## src/rtl/lpc_seq_pkg.sv

```systemverilog
package lpc_seq_pkg;

  typedef enum logic [3:0] {
    ST_IDLE   = 4'd0,
    ST_START  = 4'd1,
    ST_TYPDIR = 4'd2,
    ST_ADDR   = 4'd3,
    ST_MSIZE  = 4'd4,
    ST_WDATA  = 4'd5,
    ST_TARH   = 4'd6,
    ST_SYNC   = 4'd7,
    ST_RDATA  = 4'd8,
    ST_TART   = 4'd9,
    ST_ABORT  = 4'd10
  } seq_state_e;

  typedef enum logic [1:0] {
    KIND_IO   = 2'd0,
    KIND_MEM  = 2'd1,
    KIND_FWH  = 2'd2,
    KIND_RSVD = 2'd3
  } cyc_kind_e;

  localparam logic [3:0] NIB_ZERO     = 4'h0;
  localparam logic [3:0] NIB_ONES     = 4'hF;
  localparam logic [3:0] NIB_FWH_RD   = 4'hD;
  localparam logic [3:0] NIB_FWH_WR   = 4'hE;
  localparam logic [3:0] NIB_SYNC_OK  = 4'h0;
  localparam logic [3:0] NIB_SYNC_ERR = 4'hA;

  // opening nibble shown while the frame strobe is low
  function automatic logic [3:0] start_nibble(cyc_kind_e k, logic wr);
    if (k == KIND_FWH) return wr ? NIB_FWH_WR : NIB_FWH_RD;
    return NIB_ZERO;
  endfunction

  // second nibble: kind/direction, or ID-select for firmware-hub
  function automatic logic [3:0] typedir_nibble(cyc_kind_e k, logic wr, logic [3:0] idsel);
    if (k == KIND_FWH) return idsel;
    return {(k == KIND_MEM) ? 2'b01 : 2'b00, wr, 1'b0};
  endfunction

  // how many address nibbles each kind sends
  function automatic logic [3:0] addr_nibbles(cyc_kind_e k);
    case (k)
      KIND_MEM: return 4'd8;
      KIND_FWH: return 4'd7;
      default:  return 4'd4;
    endcase
  endfunction

  function automatic logic [3:0] nibble_of(logic [31:0] a, logic [2:0] idx);
    return a[{idx, 2'b00} +: 4];
  endfunction

endpackage

```

## src/rtl/lpc_seq_cursor.sv

```systemverilog
module lpc_seq_cursor #(
  parameter int LEN_W = 8
) (
  input  logic             clk,
  input  logic             rst_n,
  input  logic             load,
  input  logic [31:0]      ld_addr,
  input  logic [LEN_W-1:0] ld_len,
  input  logic             ld_incr,
  input  logic             step,
  output logic [31:0]      addr,
  output logic             last
);
  logic [31:0]      addr_q;
  logic [LEN_W-1:0] left_q;
  logic             incr_q;

  always_ff @(posedge clk or negedge rst_n) begin
    if (!rst_n) begin
      addr_q <= '0;
      left_q <= '0;
      incr_q <= 1'b0;
    end else if (load) begin
      addr_q <= ld_addr;
      left_q <= ld_len;
      incr_q <= ld_incr;
    end else if (step) begin
      left_q <= left_q - LEN_W'(1);
      if (incr_q) addr_q <= addr_q + 32'd1;
    end
  end

  assign addr = addr_q;
  assign last = (left_q == LEN_W'(1));
endmodule

```

## src/rtl/lpc_sync_watch.sv

```systemverilog
module lpc_sync_watch
  import lpc_seq_pkg::*;
#(
  parameter int SYNC_LIMIT = 256
) (
  input  logic       clk,
  input  logic       rst_n,
  input  logic       in_sync,
  input  logic [3:0] lad_in,
  output logic       ready,
  output logic       error,
  output logic       timeout
);
  localparam int CW = $clog2(SYNC_LIMIT + 1);
  logic [CW-1:0] wait_q;

  assign ready   = in_sync && (lad_in == NIB_SYNC_OK);
  assign error   = in_sync && (lad_in == NIB_SYNC_ERR);
  assign timeout = in_sync && !ready && !error && (wait_q == CW'(SYNC_LIMIT - 1));

  always_ff @(posedge clk or negedge rst_n) begin
    if (!rst_n)        wait_q <= '0;
    else if (!in_sync) wait_q <= '0;
    else               wait_q <= wait_q + CW'(1);
  end
endmodule

```

## src/rtl/lpc_lad_drive.sv

```systemverilog
module lpc_lad_drive
  import lpc_seq_pkg::*;
#(
  parameter int PH_W = 3
) (
  input  seq_state_e      state,
  input  logic [PH_W-1:0] ph,
  input  cyc_kind_e       kind,
  input  logic            wr,
  input  logic [3:0]      idsel,
  input  logic [31:0]     addr,
  input  logic [7:0]      wdata,
  output logic            lframe_n,
  output logic [3:0]      lad_out,
  output logic            lad_oe
);
  logic [2:0] nib_idx;
  assign nib_idx = 3'(addr_nibbles(kind) - 4'd1) - 3'(ph);

  always_comb begin
    lframe_n = 1'b1;
    lad_oe   = 1'b0;
    lad_out  = NIB_ONES;
    unique case (state)
      ST_START: begin
        lframe_n = 1'b0;
        lad_oe   = 1'b1;
        lad_out  = start_nibble(kind, wr);
      end
      ST_TYPDIR: begin
        lad_oe  = 1'b1;
        lad_out = typedir_nibble(kind, wr, idsel);
      end
      ST_ADDR: begin
        lad_oe  = 1'b1;
        lad_out = nibble_of(addr, nib_idx);
      end
      ST_MSIZE: begin
        lad_oe  = 1'b1;
        lad_out = NIB_ZERO;
      end
      ST_WDATA: begin
        lad_oe  = 1'b1;
        lad_out = ph[0] ? wdata[7:4] : wdata[3:0];
      end
      ST_TARH: begin
        lad_oe  = (ph == '0);
        lad_out = NIB_ONES;
      end
      ST_ABORT: begin
        lframe_n = 1'b0;
        lad_oe   = 1'b1;
        lad_out  = NIB_ONES;
      end
      default: ;
    endcase
  end
endmodule

```

## src/rtl/lpc_cycle_seq.sv

```systemverilog
module lpc_cycle_seq
  import lpc_seq_pkg::*;
#(
  parameter int LEN_W      = 8,
  parameter int SYNC_LIMIT = 256,
  parameter int ABORT_CLKS = 4
) (
  input  logic             clk,
  input  logic             rst_n,
  input  logic             cmd_valid,
  output logic             cmd_ready,
  input  logic             cmd_write,
  input  logic [1:0]       cmd_kind,
  input  logic             cmd_incr,
  input  logic [3:0]       cmd_idsel,
  input  logic [31:0]      cmd_addr,
  input  logic [LEN_W-1:0] cmd_len,
  input  logic [7:0]       tx_data,
  output logic             tx_pop,
  output logic [7:0]       rx_data,
  output logic             rx_push,
  output logic             lframe_n,
  output logic [3:0]       lad_out,
  output logic             lad_oe,
  input  logic [3:0]       lad_in,
  output logic [3:0]       seq_state,
  output logic             done,
  output logic             ok,
  output logic             err
);
  localparam int PH_W = (ABORT_CLKS > 8) ? $clog2(ABORT_CLKS) : 3;

  seq_state_e      state_q, state_d;
  logic [PH_W-1:0] ph_q, ph_d;
  logic            wr_q;
  cyc_kind_e       kind_q;
  logic [3:0]      idsel_q;
  logic [3:0]      rd_lo_q;
  logic            done_q, done_d, err_q, err_d;

  // named internal events, also watched by the checker
  logic        accept_w;
  logic        byte_end_w;
  logic        last_nib_w;
  logic        abort_end_w;
  logic        sync_ready_w, sync_error_w, sync_timeout_w;
  logic        last_byte_w;
  logic [31:0] cur_addr_w;

  assign accept_w    = cmd_valid && (state_q == ST_IDLE);
  assign byte_end_w  = (state_q == ST_TART) && ph_q[0];
  assign last_nib_w  = (ph_q == PH_W'(addr_nibbles(kind_q) - 4'd1));
  assign abort_end_w = (ph_q == PH_W'(ABORT_CLKS - 1));

  lpc_seq_cursor #(.LEN_W(LEN_W)) u_cursor (
    .clk     (clk),
    .rst_n   (rst_n),
    .load    (accept_w),
    .ld_addr (cmd_addr),
    .ld_len  (cmd_len),
    .ld_incr (cmd_incr),
    .step    (byte_end_w),
    .addr    (cur_addr_w),
    .last    (last_byte_w)
  );

  lpc_sync_watch #(.SYNC_LIMIT(SYNC_LIMIT)) u_sync (
    .clk     (clk),
    .rst_n   (rst_n),
    .in_sync (state_q == ST_SYNC),
    .lad_in  (lad_in),
    .ready   (sync_ready_w),
    .error   (sync_error_w),
    .timeout (sync_timeout_w)
  );

  lpc_lad_drive #(.PH_W(PH_W)) u_drive (
    .state    (state_q),
    .ph       (ph_q),
    .kind     (kind_q),
    .wr       (wr_q),
    .idsel    (idsel_q),
    .addr     (cur_addr_w),
    .wdata    (tx_data),
    .lframe_n (lframe_n),
    .lad_out  (lad_out),
    .lad_oe   (lad_oe)
  );

  always_comb begin
    state_d = state_q;
    ph_d    = '0;
    done_d  = 1'b0;
    err_d   = 1'b0;
    unique case (state_q)
      ST_IDLE: begin
        if (cmd_valid) begin
          if (cmd_len == '0) done_d  = 1'b1;
          else               state_d = ST_START;
        end
      end
      ST_START:  state_d = ST_TYPDIR;
      ST_TYPDIR: state_d = ST_ADDR;
      ST_ADDR: begin
        if (last_nib_w) begin
          if (kind_q == KIND_FWH) state_d = ST_MSIZE;
          else                    state_d = wr_q ? ST_WDATA : ST_TARH;
        end else begin
          ph_d = ph_q + PH_W'(1);
        end
      end
      ST_MSIZE: state_d = wr_q ? ST_WDATA : ST_TARH;
      ST_WDATA: begin
        if (ph_q[0]) state_d = ST_TARH;
        else         ph_d = ph_q + PH_W'(1);
      end
      ST_TARH: begin
        if (ph_q[0]) state_d = ST_SYNC;
        else         ph_d = ph_q + PH_W'(1);
      end
      ST_SYNC: begin
        if (sync_error_w || sync_timeout_w) state_d = ST_ABORT;
        else if (sync_ready_w)              state_d = wr_q ? ST_TART : ST_RDATA;
      end
      ST_RDATA: begin
        if (ph_q[0]) state_d = ST_TART;
        else         ph_d = ph_q + PH_W'(1);
      end
      ST_TART: begin
        if (!ph_q[0]) begin
          ph_d = ph_q + PH_W'(1);
        end else if (last_byte_w) begin
          state_d = ST_IDLE;
          done_d  = 1'b1;
        end else begin
          state_d = ST_START;
        end
      end
      ST_ABORT: begin
        if (abort_end_w) begin
          state_d = ST_IDLE;
          done_d  = 1'b1;
          err_d   = 1'b1;
        end else begin
          ph_d = ph_q + PH_W'(1);
        end
      end
      default: state_d = ST_IDLE;
    endcase
  end

  always_ff @(posedge clk or negedge rst_n) begin
    if (!rst_n) begin
      state_q <= ST_IDLE;
      ph_q    <= '0;
      done_q  <= 1'b0;
      err_q   <= 1'b0;
      wr_q    <= 1'b0;
      kind_q  <= KIND_IO;
      idsel_q <= '0;
      rd_lo_q <= '0;
    end else begin
      state_q <= state_d;
      ph_q    <= ph_d;
      done_q  <= done_d;
      err_q   <= err_d;
      if (accept_w) begin
        wr_q    <= cmd_write;
        kind_q  <= cyc_kind_e'(cmd_kind);
        idsel_q <= cmd_idsel;
      end
      if ((state_q == ST_RDATA) && !ph_q[0]) rd_lo_q <= lad_in;
    end
  end

  assign cmd_ready = (state_q == ST_IDLE);
  assign tx_pop    = (state_q == ST_WDATA) && ph_q[0];
  assign rx_push   = (state_q == ST_RDATA) && ph_q[0];
  assign rx_data   = {lad_in, rd_lo_q};
  assign seq_state = state_q;
  assign done      = done_q;
  assign err       = err_q;
  assign ok        = done_q && !err_q;
endmodule

```

## config.mk

```make
export PLATFORM = sky130hd
export DESIGN_NAME = lpc_cycle_seq
export DESIGN_NICKNAME = d
export VERILOG_FILES = /design/src/rtl/lpc_seq_pkg.sv /design/src/rtl/lpc_seq_cursor.sv /design/src/rtl/lpc_sync_watch.sv /design/src/rtl/lpc_lad_drive.sv /design/src/rtl/lpc_cycle_seq.sv
export SDC_FILE = /design/constraint.sdc
export NUM_CORES = 1
export LEC_CHECK = 0
export ABC_AREA = 1
export CAP_MARGIN = 10
export CORE_ASPECT_RATIO = 0.9
export CORE_MARGIN = 2
export CORE_UTILIZATION = 30
export DETAILED_ROUTE_END_ITERATION = 6
export HOLD_SLACK_MARGIN = 0.05
export SYNTH_ARGS = -nofsm -noshare
export SYNTH_HDL_FRONTEND = slang
export SYNTH_SLANG_ARGS = --single-unit
```

## constraint.sdc

```tcl
create_clock -name clk -period 2.1 [get_ports clk]
set_input_delay 0.42 -clock clk [delete_from_list [all_inputs] [get_ports clk]]
set_output_delay 0.42 -clock clk [all_outputs]
set_load 0.03 [all_outputs]
```

==> results of run 1 <==
-- worst paths after layout --
| kind | startpoint | to | slack [ps] |
|---|---|---|---|
| min reg2reg | u_sync.wait_q[0] | u_sync.wait_q[0] | 470 |
| max reg2reg | kind_q[1] | seq_state[0] | 130 |
| min in group clk | u_sync.wait_q[0] | u_sync.wait_q[0] | 470 |
| min | rst_n | ph_q[0] | 70 |
| max in group asynchronous | rst_n | u_cursor.left_q[5] | 1460 |
| max | kind_q[1] | lad_out[1] | -480 |
-- stage by stage --
stage	TNS, ps	utilization	setup slack (ps)
final	-1790	0.424	-481
after global routing	-2240	0.424	-556
after CTS	-1800	0.414	-465
after detailed placement	-737	0.392	-230
after global placement	-596	0.392	-188
after floorplan	-34.6	-	-34.6
-- kinds of logic (layout without fill, tap and decap cells) --
logic type                 Yosys count  after routing  synth area share
muxes                                4              4           0.00864
DFF                                 70             70             0.336
and+or+nand+nor                    520            520             0.421
buffers and inverters               94            223            0.0801
adders and majority gates           14             14            0.0336
xor gates and xnor gates            12             12            0.0202
AOI/OAI and AO/OA                   93             93             0.101
-- sequential cells by signal (all words and copies together), names as in the netlist, 2 cells and up --
| signal | count |
|---|---|
| seq_state | 4 |
| ph_q | 3 |
| kind_q | 2 |
| u_sync.wait_q | 9 |
| u_cursor.left_q | 8 |
| idsel_q | 4 |
| u_cursor.addr | 32 |
| rd_lo_q | 4 |
-- power groups by stage --
stage	Combinational, mW	Sequential, mW	Clock [mW]
6_report	6.25	2.59	1.50
5_1_grt	6.92	2.66	1.59
4_1_cts	5.99	2.55	1.53
3_5_place_dp	5.75	2.56	0
3_3_place_gp	5.71	2.56	0
2_1_floorplan	3.72	2.49	0
-- routing by layer --
metal / vias up / part of all wire
li1: 2823 / -
met1: 2540 / 0.50
met2: 133 / 0.43
met3: 21 / 0.055
met4: 0 / 0.016
met5: - / 0
-- timing repair --
action / in CTS / in global routing
pin swaps: 7 / 14
setup buffers: 2 / 9
setup endpoints to repair: 7 / 11
gates resized for setup: 28 / 39
-- cell type report --
type | count | area, um^2 | share of cell area
Multi-Input combinational cell | 643 | 3250 | 0.453
Sequential cell | 70 | 1750 | 0.244
Timing Repair Buffer | 136 | 1320 | 0.184
Tap cell | 235 | 294 | 0.0409
Inverter | 71 | 283 | 0.0394
Clock buffer | 9 | 225 | 0.0313
Clock inverter | 7 | 57.6 | 0.00801
-- worst max-delay path: stages, from the launching register on --
cell	delay, ps
dfrtp_1	410
ha_4	180
ha_4	150
ha_4	310
inv_8	50
a21oi_1	150
o21ai_1	100
nand2_1	70
nand2_1	60
nand3_2	110
nand3_4	70
buf_6	140
-- placed cells by master, fill, tap and decap left out, drive strengths merged --
cell type      Yosys  final
clkdlybuf4s50      0     75
buf               20     58
a22o               1      1
clkdlybuf4s15      0      2
clkinvlp           0      3
nand4              8      8
a21oi             27     27
ha                14     14
o31ai              1      1
mux2               4      4
inv               69     73
xnor2              5      5
o221ai             1      1
dlymetal6s2s       0      1
or2                1      1
nor3               3      3
o21ai             46     46
nor2             152    152
o2111ai            1      1
clkinv             2      2
o211ai            13     13
clkbuf             3      9
a31oi              1      1
nand3             66     66
nand3b             7      7
xor2               7      7
dfrtp             70     70
nand2            283    283
o21a               2      2
==> summary.md, run 1 <==
• **CTS tree** yes
• **RSZ-0062 raised after global routing** yes
• **max-cap violation count** 0
• **dpl hpwl** 12800 um
• **r2r worst-path depth** 12
• **count of placed standard cells including taps** 1145
• **met2 track utilization from global routing** 0.275
• **chip height** 129 um
• **routability cong.** 0.915
• **type of the worst min-delay path** input pin to asynchronous set/reset pin
• **pins over their slew limit** 0
• **total inserted antenna cells** 0
• **combined global-route utilization of all metal layers** 0.185
• **sinks on the clock net** 70
• **leading area contributor after synthesis** dfrtp_1
• **core area** 0.0169 mm^2
• **result of the run** finished with violations
• **pin count of the biggest net entering global routing** 62
• **top-area cell type share of the netlist area** 0.336
• **layout filler cell count** 1803
• **data arrival at the endpoint of the critical path** 2160 ps
• **first-pass detailed-route iteration total** 5
• **slew margin rel.** 0.600
• **transition time of the tightest slew-check pin** 599 ps
• **post-synthesis cell area** 0.00522 mm^2
• **Synth-to-Final Area Change** 37.8%
• **layout cell share with drive strength beyond 1** 0.166
• **async set or reset register ratio after synthesis** 1.00
• **number of cells in the finished layout apart from fillers** 1171
• **x dimension of the die** 143 um
• **number of failing hold endpoints at the final stage** 0
• **syn_nets** 884
• **sequential cell area fraction in the yosys report** 0.336
• **wire length of the first global-routing pass** 26600 um
• **deepest clock path buffer count** 2
• **count of nets left with antenna violations after detail routing** 0
• **I/O pin count** 87
• **floorplan die area** 0.0185 mm^2
• **Sequential Power Share** 0.250
• **warning count from the yosys run** 0
• **highest fanout seen on the critical path** 10
• **power per unit of standard cell area** 1440 mW/mm^2
• **total of hold buffers inserted after clock tree synthesis** 0
• **kind of launch point of the worst setup path** flip-flop
• **starting DRC count in detailed routing** 362
• **number of enable-type register cells in the synthesized netlist** 0
• **global-route track usage on met1** 0.274
• **Clk Tree Root Cell** clkbuf_16
• **number of H-tree branching levels** 3
• **ranking of synthesized cells by instance count** nand2_1 (277), nor2_1 (138), dfrtp_1 (70)
• **worst-case clock skew** 9.48 ps
• **routed length per instance** 14.2 um
• **number of buffers inserted during clock tree synthesis** 9
• **number of storage elements in the synthesis netlist** 70
• **detailed-route vias per instance** 4.71
• **leading register cell type out of synthesis** dfrtp_1
• **Lkg Pwr** 3.27 nW
• **cell area after placement** 0.00665 mm^2
• **Total Power** 10.3 mW
• **Hold Worst Slack** 75.0 ps
• **kind of critical path** flip-flop to primary output
• **part of the power in combinational logic** 0.605
• **remaining global-route overflow** 0
• **Synth Area per Inst** 6.46 um^2
• **Clk pin slew, worst setup/hold paths** 60 ps
• **switching part of the total** 0.483
• **total wire length after detailed routing** 16600 um
• **sort of element at the end of the critical path** primary output
• **Synth area leaders** dfrtp_1 (34%), nand2_1 (20%), nor2_1 (9.9%)
• **min setup slack post-route** -481 ps
• **Critical Path RT** 1680 ps
• **antenna violations before repair** 0
• **Final min period** 2580 ps
• **fmax** 387 MHz
• **Worst IR Drop VDD** 1740 uV
• **insertion delay to the later sink of the worst-skew pair** 350 ps
• **layer carrying the most global-route usage** met2
• **total number of nets in the final design** 1008
• **final cell area excluding filler cells** 0.00719 mm^2
• **global routing met3 resource utilization** 0.0333
• **distinct cell type count after synthesis** 37
• **NetSw** 4.99 mW
• **Internal** 5.34 mW
• **clock share of power** 0.145
• **post-route fraction of the period consumed by the critical path** 1.23
• **total via count after detailed routing** 5517
• **most frequently used cell type in the post-synthesis netlist** nand2_1
• **failing checks** negative setup slack
• **count of endpoints failing setup in the final report** 4
• **synthesized instance count** 807
• **Port Buffers** 86
• **starting density of the core** 0.308
• **vias in the first global route** 5101
• **# DRC** 0
• **number of placement rows** 45
Power figures use the tool's default switching activity.
==> inputs of run 2 (changes only) <==
--- a/config.mk
+++ b/config.mk
@@ -11,6 +11,7 @@
 export CORE_MARGIN = 2
 export CORE_UTILIZATION = 30
 export DETAILED_ROUTE_END_ITERATION = 6
+export DONT_BUFFER_PORTS = 1
 export HOLD_SLACK_MARGIN = 0.05
 export SYNTH_ARGS = -nofsm -noshare
 export SYNTH_HDL_FRONTEND = slang
==> run 2 against run 1 <==
  * Sequential share of layout area grew 3.3 points
  * The flow still finishes with violations (negative setup slack)
  * Worst setup slack gained 72 ps
  * First-iteration DRC count grew 31%
  * Maximum frequency grew 2.8%
  * Combinational power shrank 10%
  * Final area shrank 12%
  * Sequential cell count is the same
  * Utilization shrank 5.0 points
  * Clock-buffer cell count is the same
==> summary.md, run 2 (synthesis gave the netlist of run 1 again) <==
• **min setup slack post-route** -410 ps, was -481 ps
• **number of placement rows** 45, unchanged
• **most frequent cells in the layout** nand2_1 (270), nor2_1 (131), dfrtp_1 (67), nand3_1 (61), inv_1 (59), was nand2_1 (269), nor2_1 (127), clkdlybuf4s50_1 (75), dfrtp_1 (70), inv_1 (61)
• **global routing met3 resource utilization** 0.0370, was 0.0333
• **final cell area excluding filler cells** 0.00634 mm^2, was 0.00719 mm^2
• **max-cap violation count** 0, unchanged
• **highest fanout seen on the critical path** 5, was 10
• **type of the worst min-delay path** input pin to flip-flop, was input pin to asynchronous set/reset pin
• **sort of element at the end of the critical path** primary output, unchanged
• **Clk Tree Root Cell** clkbuf_16, unchanged
• **antenna violations before repair** 0, unchanged
• **max FFs per register** 32, unchanged
• **layer carrying the most global-route usage** met2, unchanged
• **layout cell share with drive strength beyond 1** 0.173, was 0.166
• **floorplan die area** 0.0185 mm^2, unchanged
• **first-pass detailed-route iteration total** 5, unchanged
• **routed length per instance** 14.4 um, was 14.2 um
• **Lkg Pwr** 2.92 nW, was 3.27 nW
• **most repeated library cell on the critical path** ha_4, unchanged
• **total number of nets in the final design** 926, was 1008
• **pins over their slew limit** 0, unchanged
• **fmax** 398 MHz, was 387 MHz
• **power per unit of standard cell area** 1550 mW/mm^2, was 1440 mW/mm^2
• **worst-case clock skew** 9.80 ps, was 9.48 ps
• **sinks on the clock net** 70, unchanged
• **dpl hpwl** 12100 um, was 12800 um
• **slew margin rel.** 0.642, was 0.600
• **Critical Path RT** 1680 ps, about the same
• **kind of launch point of the worst setup path** flip-flop, unchanged
• **combined global-route utilization of all metal layers** 0.176, was 0.185
• **kind of critical path** flip-flop to primary output, unchanged
• **failing checks** negative setup slack, unchanged
• **data arrival at the endpoint of the critical path** 2090 ps, was 2160 ps
• **deepest clock path buffer count** 2, unchanged
• **crit-path leading delay family** adder cells, unchanged
• **starting DRC count in detailed routing** 475, was 362
• **number of H-tree branching levels** 3, unchanged
• **detailed-route vias per instance** 4.73, was 4.71
• **vias in the first global route** 4876, was 5101
• **pre-CTS worst setup slack** -134 ps, was -230 ps
• **Worst IR Drop VDD** 951 uV, was 1740 uV
• **layout filler cell count** 1808, was 1803
• **starting density of the core** 0.308, unchanged
• **number of buffers inserted during clock tree synthesis** 9, unchanged
• **I/O pin count** 87, unchanged
• **post-route fraction of the period consumed by the critical path** 1.20, was 1.23
• **number of failing hold endpoints at the final stage** 0, unchanged
• **total inserted antenna cells** 0, unchanged
• **count of nets left with antenna violations after detail routing** 0, unchanged
• **Port Buffers** 0, was 86
• **pin count of the biggest net entering global routing** 71, was 62
• **remaining global-route overflow** 0, unchanged
• **global-route track usage on met1** 0.253, was 0.274
• **cell area after placement** 0.00577 mm^2, was 0.00665 mm^2
• **wire length of the first global-routing pass** 25300 um, was 26600 um
• **delay of the slowest cell on the worst path** 360 ps, was 410 ps
• **# DRC** 0, unchanged
• **routability cong.** 0.919, was 0.915
• **critical path buffer and inverter count** 3, was 2
• **critical path, cell by cell** inv_2 > ha_4 > ha_4 > ha_4 > buf_6 > a21oi_2 > o21ai_1 > a21oi_1 > o21ai_2 > buf_12, was ha_4 > ha_4 > ha_4 > inv_8 > a21oi_1 > o21ai_1 > nand2_1 > nand2_1 > nand3_2 > nand3_4 > buf_6
• **x dimension of the die** 143 um, unchanged
• **Clk pin slew, worst setup/hold paths** 70 ps, was 60 ps
• **insertion delay to the later sink of the worst-skew pair** 350 ps, about the same
• **result of the run** finished with violations, unchanged
• **most common cell after layout, fill and taps aside** nand2_1, unchanged
• **core area** 0.0169 mm^2, unchanged
• **total wire length after detailed routing** 15700 um, was 16600 um
• **RSZ-0062 raised after global routing** yes, unchanged
• **met2 track utilization from global routing** 0.266, was 0.275
• **count of endpoints failing setup in the final report** 4, unchanged
• **transition time of the tightest slew-check pin** 535 ps, was 599 ps
• **CTS tree** yes, unchanged
• **Final min period** 2510 ps, was 2580 ps
• **Synth-to-Final Area Change** 21.7%, was 37.8%
• **chip height** 129 um, unchanged
• **total via count after detailed routing** 5155, was 5517
• **CP max stage cell** dfrtp_1, unchanged
## run 2: cell count changes in the layout (fill, tap and decap cells not counted), moves of 3 or more
cell | before | now
dfrtp_1 | 70 | 67
nand2_2 | 10 | 7
buf_12 | 6 | 3
clkdlybuf4s50_1 | 75 | 0
nor2_1 | 127 | 131
dfrtp_2 | 0 | 3
nor2_2 | 20 | 15
buf_6 | 7 | 4
## run 2: where the power goes
group	total (mW)	leakage [nW]	switching (mW)	internal, mW
clock network	1.51	0.135	0.683	0.825
logic	5.62	1.91	3.41	2.21
registers	2.69	0.879	0.799	1.89
## run 2: area by class of cell
| cell class | instances | area [um^2] | share of cell area |
|---|---|---|---|
| clock buffers | 9 | 225 | 0.0355 |
| clock inverters | 7 | 61.3 | 0.00966 |
| inverters | 71 | 285 | 0.0450 |
| multi-input cells | 643 | 3240 | 0.511 |
| flip-flops and latches | 70 | 1760 | 0.277 |
| well taps | 235 | 294 | 0.0463 |
| repair buffers | 53 | 473 | 0.0745 |
| repair inverters | 1 | 6.26 | 0.000986 |
## run 2: stage by stage
stage | power, mW | std cells | utilization | hold slack, ps | setup TNS [ps]
finish | 9.82 | 1089 | 0.374 | 186 | -1550
floorplan | 6.21 | 807 | - | 124 | -34.6
CTS | 9.60 | 1081 | 0.366 | 171 | -1580
global route | 10.6 | 1089 | 0.374 | 192 | -1900
detailed placement | 7.71 | 1059 | 0.341 | 127 | -497
global placement | 7.67 | 1059 | 0.341 | 127 | -357
## run 2: final timing paths
kind | start | endpoint | slack (ps) | cells past startpoint
worst max-delay path | kind_q[0] | lad_out[0] | -410 | 10
worst min-delay path | cmd_idsel[1] | idsel_q[1] | 190 | 2
worst max register to register | seq_state[3] | u_cursor.addr[4] | 130 | 11
worst min register to register | idsel_q[1] | idsel_q[1] | 480 | 2
max in group asynchronous | rst_n | u_cursor.addr[31] | 1180 | 2
min in group asynchronous | rst_n | rd_lo_q[1] | 620 | 2
## run 2: worst reg2reg max path: cells and delay by family (launching register included)
family | cells | cell delay, ps
AO/OA/AOI/OAI | 2 | 170
buffers and inverters | 4 | 590
flip-flops | 1 | 430
AND/OR/NAND/NOR | 5 | 700
## run 2: per-layer routing
layer	wire (um)	vias to the layer above
met5	0	-
met4	191	0
met3	956	15
met2	6760	120
met1	7820	2358
li1	-	2662
## run 2: repair_timing
action	4_1_cts	5_1_grt
pin swaps	4	17
gates cloned	1	0
resized for setup	29	31
buffers inserted	3	8
setup endpoints to repair	5	13
hold buffers	2	0
hold endpoints to repair	70	0
==> inputs of run 3 (changes only) <==
--- a/config.mk
+++ b/config.mk
@@ -9,7 +9,7 @@
 export CAP_MARGIN = 10
 export CORE_ASPECT_RATIO = 0.9
 export CORE_MARGIN = 2
-export CORE_UTILIZATION = 30
+export CORE_UTILIZATION = 35
 export DETAILED_ROUTE_END_ITERATION = 6
 export DONT_BUFFER_PORTS = 1
 export HOLD_SLACK_MARGIN = 0.05
==> run 3 against run 2 <==
  * The run still ends with negative setup slack left
  * Sequential cell count did not move
  * Sequential share of layout area rose by 0.61 points
  * Non-clock buffer count fell by 5
  * Critical endpoint unchanged
  * Sequential power fell by 1%
  * Final area fell by 2.3%
  * Maximum frequency fell by 1.2%
==> summary.md, run 3 (synthesis gave the netlist of run 1 again) <==
• **slew margin rel.** 0.623, was 0.642
• **insertion delay to the later sink of the worst-skew pair** 340 ps, was 350 ps
• **NetSw** 4.67 mW, was 4.89 mW
• **remaining global-route overflow** 0, unchanged
• **pre-CTS worst setup slack** -162 ps, was -134 ps
• **highest fanout seen on the critical path** 5, unchanged
• **max FFs per register** 32, unchanged
• **type of the worst min-delay path** input pin to flip-flop, unchanged
• **Lkg Pwr** 2.89 nW, was 2.92 nW
• **Internal** 4.99 mW, was 4.92 mW
• **delay of the slowest cell on the worst path** 410 ps, was 360 ps
• **min setup slack post-route** -440 ps, was -410 ps
• **# DRC** 0, unchanged
• **max-cap violation count** 0, unchanged
• **data arrival at the endpoint of the critical path** 2120 ps, was 2090 ps
• **total wire length after detailed routing** 15100 um, was 15700 um
• **chip height** 120 um, was 129 um
• **r2r worst-path depth** 10, was 11
• **total via count after detailed routing** 5165, was 5155
• **CP max stage cell** dfrtp_1, unchanged
• **count of endpoints failing setup in the final report** 5, was 4
• **number of failing hold endpoints at the final stage** 0, unchanged
• **number of H-tree branching levels** 3, unchanged
• **capturing element of the worst setup path** lad_out[0], unchanged
• **core area** 0.0147 mm^2, was 0.0169 mm^2
• **switching part of the total** 0.483, was 0.498
• **antenna violations before repair** 0, unchanged
• **result of the run** finished with violations, unchanged
• **total number of nets in the final design** 921, was 926
• **power per unit of standard cell area** 1560 mW/mm^2, was 1550 mW/mm^2
• **starting DRC count in detailed routing** 468, was 475
• **x dimension of the die** 133 um, was 143 um
• **kind of critical path** flip-flop to primary output, unchanged
• **sinks on the clock net** 70, unchanged
• **RSZ-0062 raised after global routing** yes, unchanged
• **total inserted antenna cells** 0, unchanged
• **first-pass detailed-route iteration total** 5, unchanged
• **I/O pin count** 87, unchanged
• **total area of multi-input combinational cells** 0.00320 mm^2, was 0.00324 mm^2
• **critical path, cell by cell** ha_4 > ha_4 > ha_4 > buf_6 > a21oi_2 > o21ai_1 > nand2_1 > nand2_1 > nand2_1 > o21ai_2 > buf_12, was inv_2 > ha_4 > ha_4 > ha_4 > buf_6 > a21oi_2 > o21ai_1 > a21oi_1 > o21ai_2 > buf_12
• **Synth-to-Final Area Change** 18.9%, was 21.7%
• **Critical Path RT** 1680 ps, about the same
• **Clk pin slew, worst setup/hold paths** 60 ps, was 70 ps
• **Sequential Power Share** 0.275, was 0.274
• **deepest clock path buffer count** 2, unchanged
• **Final min period** 2540 ps, was 2510 ps
• **dpl hpwl** 11500 um, was 12100 um
• **crit path from** kind_q[1], was kind_q[0]
• **worst-case clock skew** 7.60 ps, was 9.80 ps
• **routability cong.** 0.953, was 0.919
• **layout cell share with drive strength beyond 1** 0.148, was 0.173
• **Worst IR Drop VDD** 603 uV, was 951 uV
• **transition time of the tightest slew-check pin** 560 ps, was 535 ps
• **number of placement rows** 42, was 45
• **combined global-route utilization of all metal layers** 0.195, was 0.176
• **routed length per instance** 14.4 um, about the same
• **layout filler cell count** 1588, was 1808
• **final cell area excluding filler cells** 0.00620 mm^2, was 0.00634 mm^2
• **number of buffers inserted during clock tree synthesis** 9, unchanged
• **failing checks** negative setup slack, unchanged
• **RR Endpoint** u_cursor.addr[16], was u_cursor.addr[4]
• **Port Buffers** 0, unchanged
• **Critical R2R Launch** seq_state[3], unchanged
• **wire length of the first global-routing pass** 24600 um, was 25300 um
• **Total Power** 9.66 mW, was 9.82 mW
• **clock share of power** 0.164, was 0.154
• **most common cell after layout, fill and taps aside** nand2_1, unchanged
• **CTS tree** yes, unchanged
• **FF/Latch Area** 0.00175 mm^2, was 0.00176 mm^2
• **fmax** 394 MHz, was 398 MHz
• **starting density of the core** 0.356, was 0.308
• **detailed-route vias per instance** 4.93, was 4.73
• **most frequent cells in the layout** nand2_1 (274), nor2_1 (130), dfrtp_1 (69), inv_1 (62), nand3_1 (61), was nand2_1 (270), nor2_1 (131), dfrtp_1 (67), nand3_1 (61), inv_1 (59)
• **post-route fraction of the period consumed by the critical path** 1.21, was 1.20
• **kind of launch point of the worst setup path** flip-flop, unchanged
• **Clk Tree Root Cell** clkbuf_16, unchanged
• **floorplan die area** 0.0159 mm^2, was 0.0185 mm^2
• **vias in the first global route** 4699, was 4876
• **r2r setup slk** 170 ps, was 130 ps
• **sort of element at the end of the critical path** primary output, unchanged
• **count of nets left with antenna violations after detail routing** 0, unchanged
• **pin count of the biggest net entering global routing** 71, unchanged
• **part of the power in combinational logic** 0.562, was 0.572
• **pins over their slew limit** 0, unchanged
• **cell area after placement** 0.00569 mm^2, was 0.00577 mm^2
run 3: metal layers:
metal / global-route usage / wire length (um) / vias up
met1: 0.278 / 7210 / 2352
li1: - / - / 2649
met2: 0.291 / 6560 / 145
met4: 0.0585 / 237 / 0
met3: 0.0503 / 1090 / 19
met5: 0 / 0 / -
run 3: repair_timing:
action,in CTS,in global routing
resized for setup,12,23
hold buffers,2,0
gates cloned,1,0
endpoints found under the setup margin,5,11
pin swaps,5,8
setup buffers,4,3
hold endpoints to repair,70,0
run 3: per-stage QoR:
stage,hold slack [ps],TNS [ps],cells,util
2_1_floorplan,124,-34.6,807,-
3_3_place_gp,126,-525,1021,0.388
3_5_place_dp,126,-565,1021,0.388
4_1_cts,174,-1730,1044,0.417
5_1_grt,184,-2170,1047,0.423
6_report,186,-1670,1047,0.423
run 3: power groups by stage:
stage                     sequential (mW)  clock [mW]  combinational (mW)
after floorplan                      2.49           0                3.72
after global placement               2.64           0                5.01
after detailed placement             2.64           0                5.04
after CTS                            2.63        1.63                5.27
after global routing                 2.73        1.68                6.04
final                                2.65        1.58                5.43
run 3: worst min-delay path by stage:
stage / startpoint / endpoint / slack [ps] / depth (start not counted)
3_5_place_dp: rst_n / u_sync.wait_q[5] / 130 / 0
4_1_cts: cmd_idsel[3] / idsel_q[3] / 170 / 2
2_1_floorplan: rst_n / done / 120 / 0
5_1_grt: cmd_idsel[0] / idsel_q[0] / 180 / 2
6_report: cmd_idsel[3] / idsel_q[3] / 190 / 2
3_3_place_gp: rst_n / u_sync.wait_q[6] / 130 / 0
run 3: critical path: cells and delay by family, from the launching register on:
family / cells / cell delay [ps]
AO/OA/AOI/OAI: 3 / 290
flip-flops: 1 / 410
adder cells (fa/ha/maj): 3 / 640
buffers and inverters: 2 / 260
AND/OR/NAND/NOR: 3 / 180
run 3: layout make-up:
cell class	count	share of cell area
inverter	71	0.0458
multi-input combinational	643	0.516
timing repair buffer	48	0.0662
clock inverter	3	0.00686
clock buffer	13	0.0420
timing repair inverter	1	0.000807
sequential	70	0.283
tap	198	0.0400
